===== config.mk =====
export PLATFORM = sky130hd
export DESIGN_NAME = sect_prot_arb
export DESIGN_NICKNAME = d
export VERILOG_FILES = /design/src/rtl/sect_prot_pkg.sv /design/src/rtl/boot_sector_map.sv /design/src/rtl/sector_lock_bank.sv /design/src/rtl/boot_prot_store.sv /design/src/rtl/sect_prot_arb.sv
export SDC_FILE = /design/constraint.sdc
export NUM_CORES = 1
export LEC_CHECK = 0
export BUFFER_PORTS_ARGS = -buffer_cell sky130_fd_sc_hd__buf_2
export CAP_MARGIN = 20
export CORE_MARGIN = 1.5
export CORE_UTILIZATION = 62
export CTS_CLUSTER_DIAMETER = 80
export DETAILED_ROUTE_END_ITERATION = 10
export GPL_TIMING_DRIVEN = 0
export PLACE_DENSITY = 0.8
export SLEW_MARGIN = 40
export SYNTH_ARGS = -nofsm -noshare
export SYNTH_HDL_FRONTEND = slang
export SYNTH_HIERARCHICAL = 1
export SYNTH_SLANG_ARGS = --single-unit

===== constraint.sdc =====
create_clock -name clk -period 2.9 [get_ports clk]
set_input_delay 0.29 -clock clk [delete_from_list [all_inputs] [get_ports clk]]
set_output_delay 0.29 -clock clk [all_outputs]
set_load 0.005 [all_outputs]

===== src/rtl/sect_prot_pkg.sv =====
package sect_prot_pkg;

    localparam int NUM_SECTORS = 134;
    localparam int SECT_W      = $clog2(NUM_SECTORS + 1);

    typedef enum logic [1:0] {
        OP_LOCK     = 2'b00,
        OP_UNLOCK   = 2'b01,
        OP_BOOT_SET = 2'b10,
        OP_BOOT_CLR = 2'b11
    } prot_op_e;

    typedef enum logic [1:0] {
        ST_IDLE   = 2'b00,
        ST_GRANT  = 2'b01,
        ST_REJECT = 2'b10
    } arb_state_e;

    // One flag per independent blocking source
    typedef struct packed {
        logic supply;
        logic accel;
        logic range;
        logic boot;
        logic lock;
    } block_why_t;

endpackage


===== src/rtl/boot_sector_map.sv =====
module boot_sector_map #(
    parameter int NUM_SECTORS = 134,
    parameter int SECT_W      = 8
) (
    input  logic [SECT_W-1:0] sector,
    input  logic              top_boot,
    output logic              is_boot,
    output logic              boot_idx
);
    localparam logic [SECT_W-1:0] TOP_BASE = SECT_W'(NUM_SECTORS - 2);

    logic [SECT_W-1:0] base;
    logic [SECT_W-1:0] base_p1;

    assign base     = top_boot ? TOP_BASE : '0;
    assign base_p1  = base + 1'b1;
    assign is_boot  = (sector == base) || (sector == base_p1);
    // bit 0 belongs to the lower-numbered sector of the pair
    assign boot_idx = (sector == base_p1);
endmodule


===== src/rtl/sector_lock_bank.sv =====
module sector_lock_bank #(
    parameter int NUM_SECTORS = 134,
    parameter int SECT_W      = 8
) (
    input  logic              clk,
    input  logic              rst_n,
    input  logic              wr_en,
    input  logic [SECT_W-1:0] wr_sector,
    input  logic              wr_lock,
    input  logic [SECT_W-1:0] rd_sector,
    output logic              rd_locked
);
    localparam logic [SECT_W-1:0] LAST = SECT_W'(NUM_SECTORS - 1);

    logic [NUM_SECTORS-1:0] lock_q;

    for (genvar i = 0; i < NUM_SECTORS; i++) begin : g_bit
        localparam logic [SECT_W-1:0] IDX = SECT_W'(i);
        logic bit_q;
        always_ff @(posedge clk or negedge rst_n) begin
            if (!rst_n) begin
                bit_q <= 1'b0;
            end else if (wr_en && (wr_sector == IDX)) begin
                bit_q <= wr_lock;
            end
        end
        assign lock_q[i] = bit_q;
    end

    always_comb begin
        rd_locked = 1'b0;
        if (rd_sector <= LAST) begin
            rd_locked = lock_q[rd_sector];
        end
    end
endmodule


===== src/rtl/boot_prot_store.sv =====
module boot_prot_store (
    input  logic       clk,
    input  logic       por_n,
    input  logic       wr_en,
    input  logic       wr_idx,
    input  logic       wr_val,
    output logic [1:0] prot_q
);
    always_ff @(posedge clk or negedge por_n) begin
        if (!por_n) begin
            prot_q <= 2'b00;
        end else if (wr_en) begin
            prot_q[wr_idx] <= wr_val;
        end
    end
endmodule


===== src/rtl/sect_prot_arb.sv =====
module sect_prot_arb
    import sect_prot_pkg::*;
#(
    parameter int NSECT = NUM_SECTORS,
    parameter int SW    = SECT_W
) (
    input  logic          clk,
    input  logic          rst_n,
    input  logic          por_n,
    input  logic          req_valid,
    input  logic [SW-1:0] req_sector,
    input  logic          hold_boot_n,
    input  logic          all_lock_n,
    input  logic          top_boot,
    input  logic          supply_low,
    input  logic          cmd_valid,
    input  logic [1:0]    cmd_op,
    input  logic [SW-1:0] cmd_sector,
    output logic          grant,
    output logic          reject
);
    localparam logic [SW-1:0] LAST = SW'(NSECT - 1);

    arb_state_e state_q, state_d;
    prot_op_e   op;
    block_why_t why;
    logic       blocked;

    logic       req_is_boot, req_boot_idx, req_locked;
    logic       cmd_is_boot, cmd_boot_idx, cmd_live;
    logic       lock_wr, lock_val, boot_wr, boot_val;
    logic [1:0] boot_prot;

    assign op = prot_op_e'(cmd_op);

    // ---------------- command decode ----------------
    assign cmd_live = cmd_valid && rst_n && !supply_low && (cmd_sector <= LAST);
    assign lock_wr  = cmd_live && ((op == OP_LOCK) || (op == OP_UNLOCK));
    assign lock_val = (op == OP_LOCK);
    assign boot_wr  = cmd_live && cmd_is_boot &&
                      ((op == OP_BOOT_SET) || (op == OP_BOOT_CLR));
    assign boot_val = (op == OP_BOOT_SET);

    boot_sector_map #(.NUM_SECTORS(NSECT), .SECT_W(SW)) u_req_map (
        .sector   (req_sector),
        .top_boot (top_boot),
        .is_boot  (req_is_boot),
        .boot_idx (req_boot_idx)
    );

    boot_sector_map #(.NUM_SECTORS(NSECT), .SECT_W(SW)) u_cmd_map (
        .sector   (cmd_sector),
        .top_boot (top_boot),
        .is_boot  (cmd_is_boot),
        .boot_idx (cmd_boot_idx)
    );

    sector_lock_bank #(.NUM_SECTORS(NSECT), .SECT_W(SW)) u_locks (
        .clk       (clk),
        .rst_n     (rst_n),
        .wr_en     (lock_wr),
        .wr_sector (cmd_sector),
        .wr_lock   (lock_val),
        .rd_sector (req_sector),
        .rd_locked (req_locked)
    );

    boot_prot_store u_boot (
        .clk    (clk),
        .por_n  (por_n),
        .wr_en  (boot_wr),
        .wr_idx (cmd_boot_idx),
        .wr_val (boot_val),
        .prot_q (boot_prot)
    );

    // ---------------- protection combine ----------------
    always_comb begin
        why.supply = supply_low;
        why.accel  = !all_lock_n;
        why.range  = (req_sector > LAST);
        why.boot   = req_is_boot && (!hold_boot_n || boot_prot[req_boot_idx]);
        why.lock   = req_locked;
        blocked    = |why;
    end

    // ---------------- state register ----------------
    always_ff @(posedge clk or negedge rst_n) begin
        if (!rst_n) begin
            state_q <= ST_IDLE;
        end else begin
            state_q <= state_d;
        end
    end

    // ---------------- next state ----------------
    always_comb begin
        state_d = ST_IDLE;
        unique case (state_q)
            ST_IDLE, ST_GRANT, ST_REJECT: begin
                if (req_valid) begin
                    state_d = blocked ? ST_REJECT : ST_GRANT;
                end
            end
            default: state_d = ST_IDLE;
        endcase
    end

    // ---------------- outputs ----------------
    always_comb begin
        grant  = (state_q == ST_GRANT);
        reject = (state_q == ST_REJECT);
    end
endmodule


Word level (Yosys, flattened, before mapping)
Cells that the tools add are included.
Word-level totals
  word-level logic and storage cells: 453
  register bits: 138
Operators by class
  add/sub/neg operators: 1
  reduce and logical (&&, ||, !) cells: 155
  eq/ne operators: 142
  order comparisons: 7
  mux-type cells: 12
Operator list (number)
  $eq 8x7->1 const B: 64
  $eq 8x6->1 const B: 32
  $logic_and 1x1->1: 142
  $eq 8x5->1 const B: 16
  $eq 8x4->1 const B: 8
  $eq 8x8->1 const B: 6
  $eq 8x3->1 const B: 4
  $eq 8x8->1: 4
  $eq 8x2->1 const B: 2
  $le 8x8->1 const B: 2
  $lt 8x9->1 const B: 1
  $add 8x1->8 const B: 1
  $bmux 1 s8: 1
  $eq 8x1->1 const B: 1
  $gt 8x8->1 const B: 1
  $logic_not 8->1: 1
  $mux 8: 1
  $eq 2x2->1 const B: 3
  $mux 2: 3
  $logic_or 1x1->1: 5
  $mux 1: 5
  $reduce_or 5->1: 1
  $eq 2x1->1 const B: 2
  $logic_not 2->1: 2
  6 further kinds: 9

Logic depth before layout (Yosys ltp)
Gate-level depths: netlist (run 1).
  depth in word-level cells: 11
  mapped depth: 13

Hierarchy
Netlist (run 1), hierarchy kept.
Modules (own cells, without submodules)
  sector_lock_bank: seq. area each 3353.2 um^2, times used 1, cells each 608, area an instance 7011.7 um^2
  sect_prot_arb: seq. area each 50.0 um^2, times used 1, cells each 25, area an instance 190.2 um^2
  boot_sector_map: seq. area each 0.0 um^2, times used 2, cells each 6, area an instance 53.8 um^2
  boot_prot_store: seq. area each 50.0 um^2, times used 1, cells each 6, area an instance 100.1 um^2

Worst setup path after synthesis (run 1)
Ideal clock, no wire load.
  kind: input to register
  start: input port req_sector[1]
  end: register state_q[1]
  setup slack: 0.439 ns
  data arrival time: 2.335 ns
  data required time: 2.774 ns
  stages on the path: 10
  buffers on the path: 2
  cell sequence: buf_2 > buf_2 > mux4_2 > mux4_2 > or2_0 > a31oi_1 > a221oi_1 > nor2_1 > nand3_1 > o311a_1
Between the ends
  elaborated cells between the ends (all ways): 16
  those cells by class: order compare: 2; eq/ne: 2; mux: 8; reduce/logical: 4
RTL lines
  start: declaration: line sect_prot_arb.sv:11  | input logic [SW-1:0] req_sector,
  $bmux 1 s8: line sector_lock_bank.sv:33  | rd_locked = lock_q[rd_sector];
  $mux 1 (implied by the code): line sector_lock_bank.sv:33
  $mux 1 *: line sector_lock_bank.sv:32  | if (rd_sector <= LAST) begin
  net req_locked: line sect_prot_arb.sv:29  | logic req_is_boot, req_boot_idx, req_locked;
  $reduce_or 5->1 *: line sect_prot_arb.sv:84  | blocked = |why;
  $mux 2 *: line sect_prot_arb.sv:102  | state_d = blocked ? ST_REJECT : ST_GRANT;
  $mux 2 *: line sect_prot_arb.sv:101  | if (req_valid) begin
  $mux 2 *: line sect_prot_arb.sv:99  | unique case (state_q)
  net state_d[1]: line sect_prot_arb.sv:24  | arb_state_e state_q, state_d;
  end signal: assignment: line sect_prot_arb.sv:92  | state_q <= state_d;
  end: declaration: line sect_prot_arb.sv:24
The timed path passes the listed nets; every way through them passes the cells marked *. The select of a mux whose other input is x is not followed.
A chain may end at the register's enable or synchronous reset.

Worst setup path in the final report (run 1)
Ends and elaborated chain as after synthesis.

==> results of run 1 <==
cells by family after synthesis:
group / count (synthesis) / synth area share, %
AND/OR/NAND/NOR: 260 / 16.0
multiplexers: 189 / 31.9
flip-flops: 138 / 46.6
buffers and inverters: 34 / 2.30
AO/OA/AOI/OAI: 30 / 3.16
synth_stat cells (2+ instances only):
cell type  count
a31oi_1        4
nor2_1        93
nand3_1       11
and2_1         2
mux2_4         2
and3_1         2
nor4_1         3
or3_1          4
nand3b_1       5
nand2_1       93
buf_6          4
mux4_2        18
or3b_2         3
clkbuf_1      23
nor3_1         8
mux2i_1       25
a211oi_1       6
nand2b_1       8
buf_4          2
or3_4          2
dfrtp_1      138
mux4_1         4
a22o_1         2
a2111oi_2      2
a21oi_1        2
mux2_2       139
nor2b_1       14
o21ai_0        3
buf_2          4
nor3b_1        4
critical path, cell delays in order:
cell and delay, ns:
buf_2 0.09, buf_2 0.24, buf_2 0.41, mux4_1 0.38
mux2i_1 0.35, nor2_1 0.11, or3_1 0.37, a31oi_1 0.19
a221oi_1 0.10, nor2_1 0.11, nand3_1 0.11, o311a_1 0.35
through the flow:
stage	utilization, %	power, mW	hold WS [ns]	setup TNS (ns)
2_1_floorplan	-	2.12	-0.00559	0
3_3_place_gp	67.1	2.25	0.0754	-245.78
3_5_place_dp	67.7	2.26	0.0799	-0.177
4_1_cts	73.5	4.52	0.0955	0
5_1_grt	73.5	4.64	0.0992	0
6_report	73.5	4.51	0.104	0
flip-flops by register name, summed over array words and instances (netlist names):
register and cells:
u_boot/prot_q 2, state_q 2, u_locks/g_bit.bit_q 134
layer usage:
metal | global-route usage [%] | vias up | routed length [µm]
li1 | - | 2408 | -
met1 | 41.5 | 2841 | 7340
met2 | 54.6 | 405 | 9540
met3 | 8.21 | 132 | 1970
met4 | 23.2 | 0 | 1470
met5 | 0 | - | 0
where the power goes:
part / internal, mW / total [mW] / leakage (nW) / switching [mW]
Sequential: 1.93 / 1.94 / 1.93 / 0.00347
Combinational: 0.0966 / 0.311 / 1.62 / 0.215
Clock: 1.48 / 2.26 / 0.309 / 0.781
Total: 3.51 / 4.51 / 3.86 / 0.999
cell type report:
cell class                      count  area [µm²]
Fill cell                         744        3050
Multi-Input combinational cell    479        3810
Tap cell                          143         179
Clock inverter                      6         109
Clock buffer                       25         515
Timing Repair Buffer               32         225
Sequential cell                   138        3450
Buffer                             34         170
worst max path at each step:
| stage | from | endpoint | slack (ns) |
|---|---|---|---|
| 6_report | req_sector[1] | state_q[1] | 0.09 |
| 5_1_grt | req_sector[2] | state_q[1] | 0.08 |
| 4_1_cts | req_sector[0] | state_q[1] | 0.20 |
| 3_5_place_dp | req_sector[1] | state_q[1] | -0.14 |
| 3_3_place_gp | rst_n | u_locks/g_bit[72].bit_q | -2.01 |
| 2_1_floorplan | req_sector[1] | state_q[1] | 0.44 |
==> key figures, run 1 <==
Detailed routing
  • DR WL/cell: 23.7 µm
  • Starting DRC count in detailed routing: 665
  • Final WL: between 20000 and 25000 µm
  • Antenna Nets Post-Route: 0
  • DRC viols: 0
  • DR vias/cell: 6.75
  • Pre-Repair DR Iteration Count: 7
  • Routed vias: 5786

Pwr
  • Leak: 3.86 nW
  • Power Density: between 500 and 600 nW/µm²
  • Peak VDD IR: 0.373 mV

Setup path
  • Crit end category: flip-flop
  • Flop-to-flop setup slack: 0.20 ns
  • Critical path class: in -> reg
  • CP max FO: 10
  • R2R cell count: 9
  • Critical Path RT: 3.20 ns
  • Worst setup SP type: primary input
  • Reg2Reg Capture Point: state_q[1]
  • R2r startpoint: u_locks/g_bit[85].bit_q
  • CP Data Arrival Time: 3.12 ns

Logic synthesis
  • Leading area contributor after synthesis: dfrtp_1
  • Seq/Total Area, Yosys: 46.6%
  • Async S/R FF share, synth: 100%
  • Synth Cell Area: between 7000 and 8000 µm²
  • Synth area leaders: dfrtp_1 47%, mux2_2 21%, mux4_2 5.5%
  • Main synth FF type: dfrtp_1
  • Area fraction of the dominant cell type after synthesis: between 40% and 50%
  • Syn. warnings: 6
  • Mapped Cells: 651
  • #FFs+latches synth: 138
  • Number of synthesized flops with an enable pin: 0
  • Distinct cells, synth: just over 50
  • Average cell area after synthesis: 11.4 µm²
  • Syn nets: 678

Worst hold path
  • Worst Hold Launch: req_valid
  • Hold endpoint: state_q[1]
  • Hold depth: 2
  • Hold Crit Class: in -> reg

Timing
  • Final setup margin: 0.0865 ns
  • Max Fclk: 355 MHz
  • Layout Skew: ~0.0053 ns
  • Fin crit period: 2.81 ns
  • Fin crit share: 97.0%
  • Final setup vio count: 0
  • Measured slew at the worst slew-check pin: 0.771 ns
  • Slew Limit Fails: 0
  • Max-Slew Margin vs Limit: 48.3%
  • Endpoints failing hold: 0
  • Unrepaired setup endpoints after global routing: false

Cells and area
  • Final #Nets: 729
  • Layout Cells excl Fill: around 860
  • Ant diodes: 0
  • Area growth syn-to-layout: 14.2%
  • Commonest non-fill, non-tap cell in the layout: mux2_2
  • Post-Layout Inst Area: 8460 µm²
  • Most frequent cells in the layout: 139 x mux2_2, 138 x dfrtp_1, 93 x nand2_1, 93 x nor2_1, 31 x buf_2
  • Share of cells above drive strength 1: 34.2%

Clocking
  • Clock sink count: 138
  • Skew-Pair Late Insertion Delay: 0.42 ns
  • CTS max path bufs: 2
  • Clock Pin Slew Worst Setup and Hold Paths: 0.05 ns
  • CTS HTree Levels: 4
  • Root buffer cell: clkbuf_16
  • Hold Buf Count CTS: 3
  • Postcts setup bufs: 0
  • Total CTS buffers: 17
  • CTS tree: yes
  • # resized after CTS: 0

Global route
  • All-Layer GR Usage: around a third
  • Grt total ovfl: 0
  • Initial antenna violation count: 0
  • First-pass GRT wire length: about 32000 µm
  • Largest net degree at the start of global routing: 73
  • Vias in the first global route: 5946

Die
  • Initial Utilization: around 64%
  • Die Span X: about 110 µm
  • Die H: 112 µm
  • Total Die Area: around 13000 µm²
  • Num ports: 29
  • Core area: ~12000 µm²
  • Std cell rows: 39

Placed design
  • GPL Wtd Cong: between 0.9 and 1
  • HPWL Detailed: 13700 µm
  • Placement Setup Slack: -0.142 ns
  • Placed insts: 823
  • Placed Area: 7790 µm²
  • Port Buf Inserts: 28

Outcome
  • Status: completed

Run
  • Max cap viols: 0
(Power assumes the default switching activity.)
==> inputs of run 2 (changes only) <==
--- a/config.mk
+++ b/config.mk
@@ -5,14 +5,15 @@
 export SDC_FILE = /design/constraint.sdc
 export NUM_CORES = 1
 export LEC_CHECK = 0
+export ABC_AREA = 1
 export BUFFER_PORTS_ARGS = -buffer_cell sky130_fd_sc_hd__buf_2
 export CAP_MARGIN = 20
 export CORE_MARGIN = 1.5
-export CORE_UTILIZATION = 62
+export CORE_UTILIZATION = 65
 export CTS_CLUSTER_DIAMETER = 80
 export DETAILED_ROUTE_END_ITERATION = 10
 export GPL_TIMING_DRIVEN = 0
-export PLACE_DENSITY = 0.8
+export PLACE_DENSITY = 0.83
 export SLEW_MARGIN = 40
 export SYNTH_ARGS = -nofsm -noshare
 export SYNTH_HDL_FRONTEND = slang
==> constraint.sdc (replaced) <==
create_clock -name clk -period 3.5 [get_ports clk]
set_input_delay 0.35 -clock clk [delete_from_list [all_inputs] [get_ports clk]]
set_output_delay 0.35 -clock clk [all_outputs]
set_load 0.005 [all_outputs]
==> run 2 against run 1 <==
Synthesized cell count up 52%. Routed wire length increased by 23%. Sequential share of layout area fell by 0.066 points. Sequential power shrank 16%. Utilization is 1.1 points higher. Count of clock-buffer cells in the layout fell by 3. First-iteration DRC count is 77% higher. Highest routed layer unchanged.
==> key figures, run 2 <==
Setup path
  • Critical-path cell list: dlygate4sd3_1, buf_8, buf_16, nand2_1, nor2_1, nand2_1, nor2_1, buf_4, inv_2, buf_6, nor3_2, buf_4, a21oi_1, a31oi_1 (was buf_2, buf_2, buf_2, mux4_1, mux2i_1, nor2_1, or3_1, a31oi_1, a221oi_1, nor2_1, nand3_1, o311a_1)
  • Worst Path Buf+Inv: 7 (was 3)
  • CP max FO: 50 (was 10)
  • Crit path depth: 14 (was 12)
  • Worst setup SP type: primary input (unchanged)
  • CP Data Arrival Time: 3.42 ns (was 3.12 ns)
  • Critical Path RT: 3.85 ns (was 3.20 ns)
  • Delay-heaviest family, CP: buffers and inverters (unchanged)
  • Crit end category: flip-flop (unchanged)
  • R2R cell count: 12 (was 9)
  • Max stage delay on crit path: 0.57 ns (was 0.41 ns)
  • Critical path class: in -> reg (unchanged)
  • Slowest stage cell, crit path: dlygate4sd3_1 (was buf_2)

Logic synthesis
  • Average cell area after synthesis: 7.59 µm² (was 11.4 µm²)
  • Simple-gate share of the synthesized area: 25.0% (was 16.0%)
  • Distinct cells, synth: 28 (was 51)
  • Synth Cell Area: 7520 µm² (was 7410 µm²)
  • Post-synthesis compound-gate area fraction: 19.9% (was 3.16%)
  • Largest family of logic cells by synthesized area: simple AND/OR/NAND/NOR gates (was multiplexers)
  • Syn. warnings: 6 (unchanged)
  • Top post-synthesis cells by count: 191 x nand2_1, 148 x nor2_1, 144 x a21oi_1 (was 139 x mux2_2, 138 x dfrtp_1, 93 x nand2_1, 93 x nor2_1, 25 x mux2i_1)
  • #FFs+latches synth: 138 (unchanged)
  • Mux contribution to synthesized area: 0% (was 31.9%)
  • Seq/Total Area, Yosys: 45.9% (was 46.6%)
  • Main synth FF type: dfrtp_1 (unchanged)
  • Number of synthesized flops with an enable pin: 0 (unchanged)
  • Leading area contributor after synthesis: dfrtp_1 (unchanged)
  • Count leader, synth: nand2_1 (was mux2_2)
  • Area fraction of the dominant cell type after synthesis: 45.9% (was 46.6%)
  • Synth area leaders: dfrtp_1 46%, a21oi_1 9.6%, nand2_1 9.5% (was dfrtp_1 47%, mux2_2 21%, mux4_2 5.5%)
  • Syn nets: 1018 (was 678)
  • Mapped Cells: 991 (was 651)
  • Async S/R FF share, synth: 100% (unchanged)
  • Xor and xnor fraction of the mapped netlist area: 0% (unchanged)
  • Adder-cell area share of the yosys netlist: 0% (unchanged)

Die
  • Die Span X: 111 µm (was 112 µm)
  • Num ports: 29 (unchanged)
  • Total Die Area: 12200 µm² (was 12600 µm²)
  • Core area: 11400 µm² (was 11500 µm²)
  • Die H: 111 µm (was 112 µm)
  • Initial Utilization: 66.1% (was 64.3%)
  • Std cell rows: 39 (unchanged)

Timing
  • Unrepaired setup endpoints after global routing: false (unchanged)
  • Measured slew at the worst slew-check pin: 0.832 ns (was 0.771 ns)
  • Endpoints failing hold: 0 (unchanged)
  • Max-Slew Margin vs Limit: 44.5% (was 48.3%)
  • Fin Hold WS: 0.165 ns (was 0.104 ns)
  • Max Fclk: 325 MHz
  • Fin crit period: 3.07 ns
  • Fin crit share: 87.8%
  • Layout Skew: 0.00592 ns (was 0.00530 ns)
  • Slew Limit Fails: 0 (unchanged)
  • Final setup vio count: 0 (unchanged)

Detailed routing
  • Pre-Repair DR Iteration Count: 7 (unchanged)
  • Antenna Nets Post-Route: 0 (unchanged)
  • DRC viols: 0 (unchanged)
  • Routed vias: 7617 (was 5786)
  • Starting DRC count in detailed routing: 1179 (was 665)
  • Final WL: 24900 µm (was 20300 µm)
  • DR vias/cell: 6.36 (was 6.75)
  • DR WL/cell: 20.8 µm (was 23.7 µm)

Placed design
  • HPWL Detailed: 17100 µm (was 13700 µm)
  • Placed insts: 1164 (was 823)
  • Port Buf Inserts: 28 (unchanged)
  • Placed Area: 7900 µm² (was 7790 µm²)
  • GPL Wtd Cong: 0.946 (was 0.991)

Clocking
  • Skew-Pair Late Insertion Delay: 0.43 ns (was 0.42 ns)
  • Root buffer cell: clkbuf_16 (unchanged)
  • Total CTS buffers: 17 (unchanged)
  • # resized after CTS: 0 (unchanged)
  • CTS tree: yes (unchanged)
  • CTS HTree Levels: 4 (unchanged)
  • Clock sink count: 138 (unchanged)
  • Postcts setup bufs: 0 (unchanged)
  • Clock Pin Slew Worst Setup and Hold Paths: 0.06 ns (was 0.05 ns)
  • Hold Buf Count CTS: 2 (was 3)
  • CTS max path bufs: 2 (unchanged)

Global route
  • Vias in the first global route: 7184 (was 5946)
  • Initial antenna violation count: 0 (unchanged)
  • Largest net degree at the start of global routing: 51 (was 73)
  • Grt total ovfl: 0 (unchanged)
  • All-Layer GR Usage: 42.1% (was 34.2%)
  • First-pass GRT wire length: 39100 µm (was 32100 µm)

Pwr
  • Total power: 3.65 mW (was 4.51 mW)
  • Leak: 4.02 nW (was 3.86 nW)
  • Power Density: 430 nW/µm² (was 533 nW/µm²)
  • Peak VDD IR: 0.508 mV (was 0.373 mV)

Cells and area
  • Post-Layout Inst Area: 8480 µm² (was 8460 µm²)
  • Area growth syn-to-layout: 12.7% (was 14.2%)
  • Largest Register: u_locks/g_bit.bit_q (unchanged)
  • Final #Nets: 1069 (was 729)
  • Filler cell count: 869 (was 744)
  • Layout Cells excl Fill: 1198 (was 857)
  • Share of cells above drive strength 1: 14.2% (was 34.2%)
  • Final core occ: 74.6% (was 73.5%)
  • Largest registers: u_locks/g_bit.bit_q x134, state_q x2, u_boot/prot_q x2 (unchanged)
  • Most frequent cells in the layout: 191 x nand2_1, 148 x nor2_1, 144 x a21oi_1 (was 139 x mux2_2, 138 x dfrtp_1, 93 x nand2_1, 93 x nor2_1, 31 x buf_2)
  • Largest register FFs: 134 (unchanged)
  • Commonest non-fill, non-tap cell in the layout: nand2_1 (was mux2_2)
  • Ant diodes: 0 (unchanged)

Worst hold path
  • Hold depth: 3 (was 2)
  • Hold Crit Class: in -> reg (unchanged)

Run
  • Max cap viols: 0 (unchanged)

Outcome
  • Status: completed (unchanged)
-- run 2: cells by family (layout without fill, tap and decap cells) --
kind of cell | Yosys count | after routing
flip-flops | 138 | 138
buffers and inverters | 156 | 220
AND/OR/NAND/NOR | 426 | 426
AO/OA/AOI/OAI | 271 | 271
-- run 2: worst paths after layout --
path	startpoint	to	slack, ns
hold / removal	req_valid	state_q[0]	0.17
hold reg to reg	u_boot/prot_q[0]	u_boot/prot_q[0]	0.48
max in group asynchronous	rst_n	u_locks/g_bit[46].bit_q	2.53
setup / recovery	rst_n	u_locks/g_bit[75].bit_q	0.43
min in group asynchronous	por_n	u_boot/prot_q[1]	0.25
setup reg to reg	u_locks/g_bit[56].bit_q	state_q[1]	1.51
-- run 2: area by class of cell --
class,instances,area (µm²),share of cell area (%)
well taps,143,179,2.11
repair buffers,32,225,2.66
plain buffers,62,337,3.97
clock inverters,10,68.8,0.812
inverters,94,353,4.16
clock buffers,22,484,5.71
flip-flops and latches,138,3450,40.7
multi-input cells,697,3380,39.8
-- run 2: per-layer routing --
metal / GRT usage, % / share of wire (%) / vias up
met1: 55.1 / 36 / 3449
met2: 61.4 / 43 / 617
met3: 16.4 / 15 / 136
met4: 20.8 / 5.1 / 0
met5: 0 / 0 / -
li1: - / - / 3415
-- run 2: worst min-delay path, stage by stage --
cell,delay (ns)
buf_2,0.10
o21ai_2,0.06
nor2_2,0.04
-- run 2: per-stage QoR --
stage                     setup TNS [ns]  worst slack [ns]
final                                  0             0.426
after global routing                   0             0.218
after CTS                              0             0.514
after detailed placement               0             0.661
after global placement           -115.96             -1.13
after floorplan                        0              1.65
-- run 2: where the power goes --
| part | internal (mW) | switching [mW] |
|---|---|---|
| Sequential | 1.61 | 0.00931 |
| Clock | 0.977 | 0.689 |
| Combinational | 0.0916 | 0.269 |
| Total | 2.68 | 0.967 |
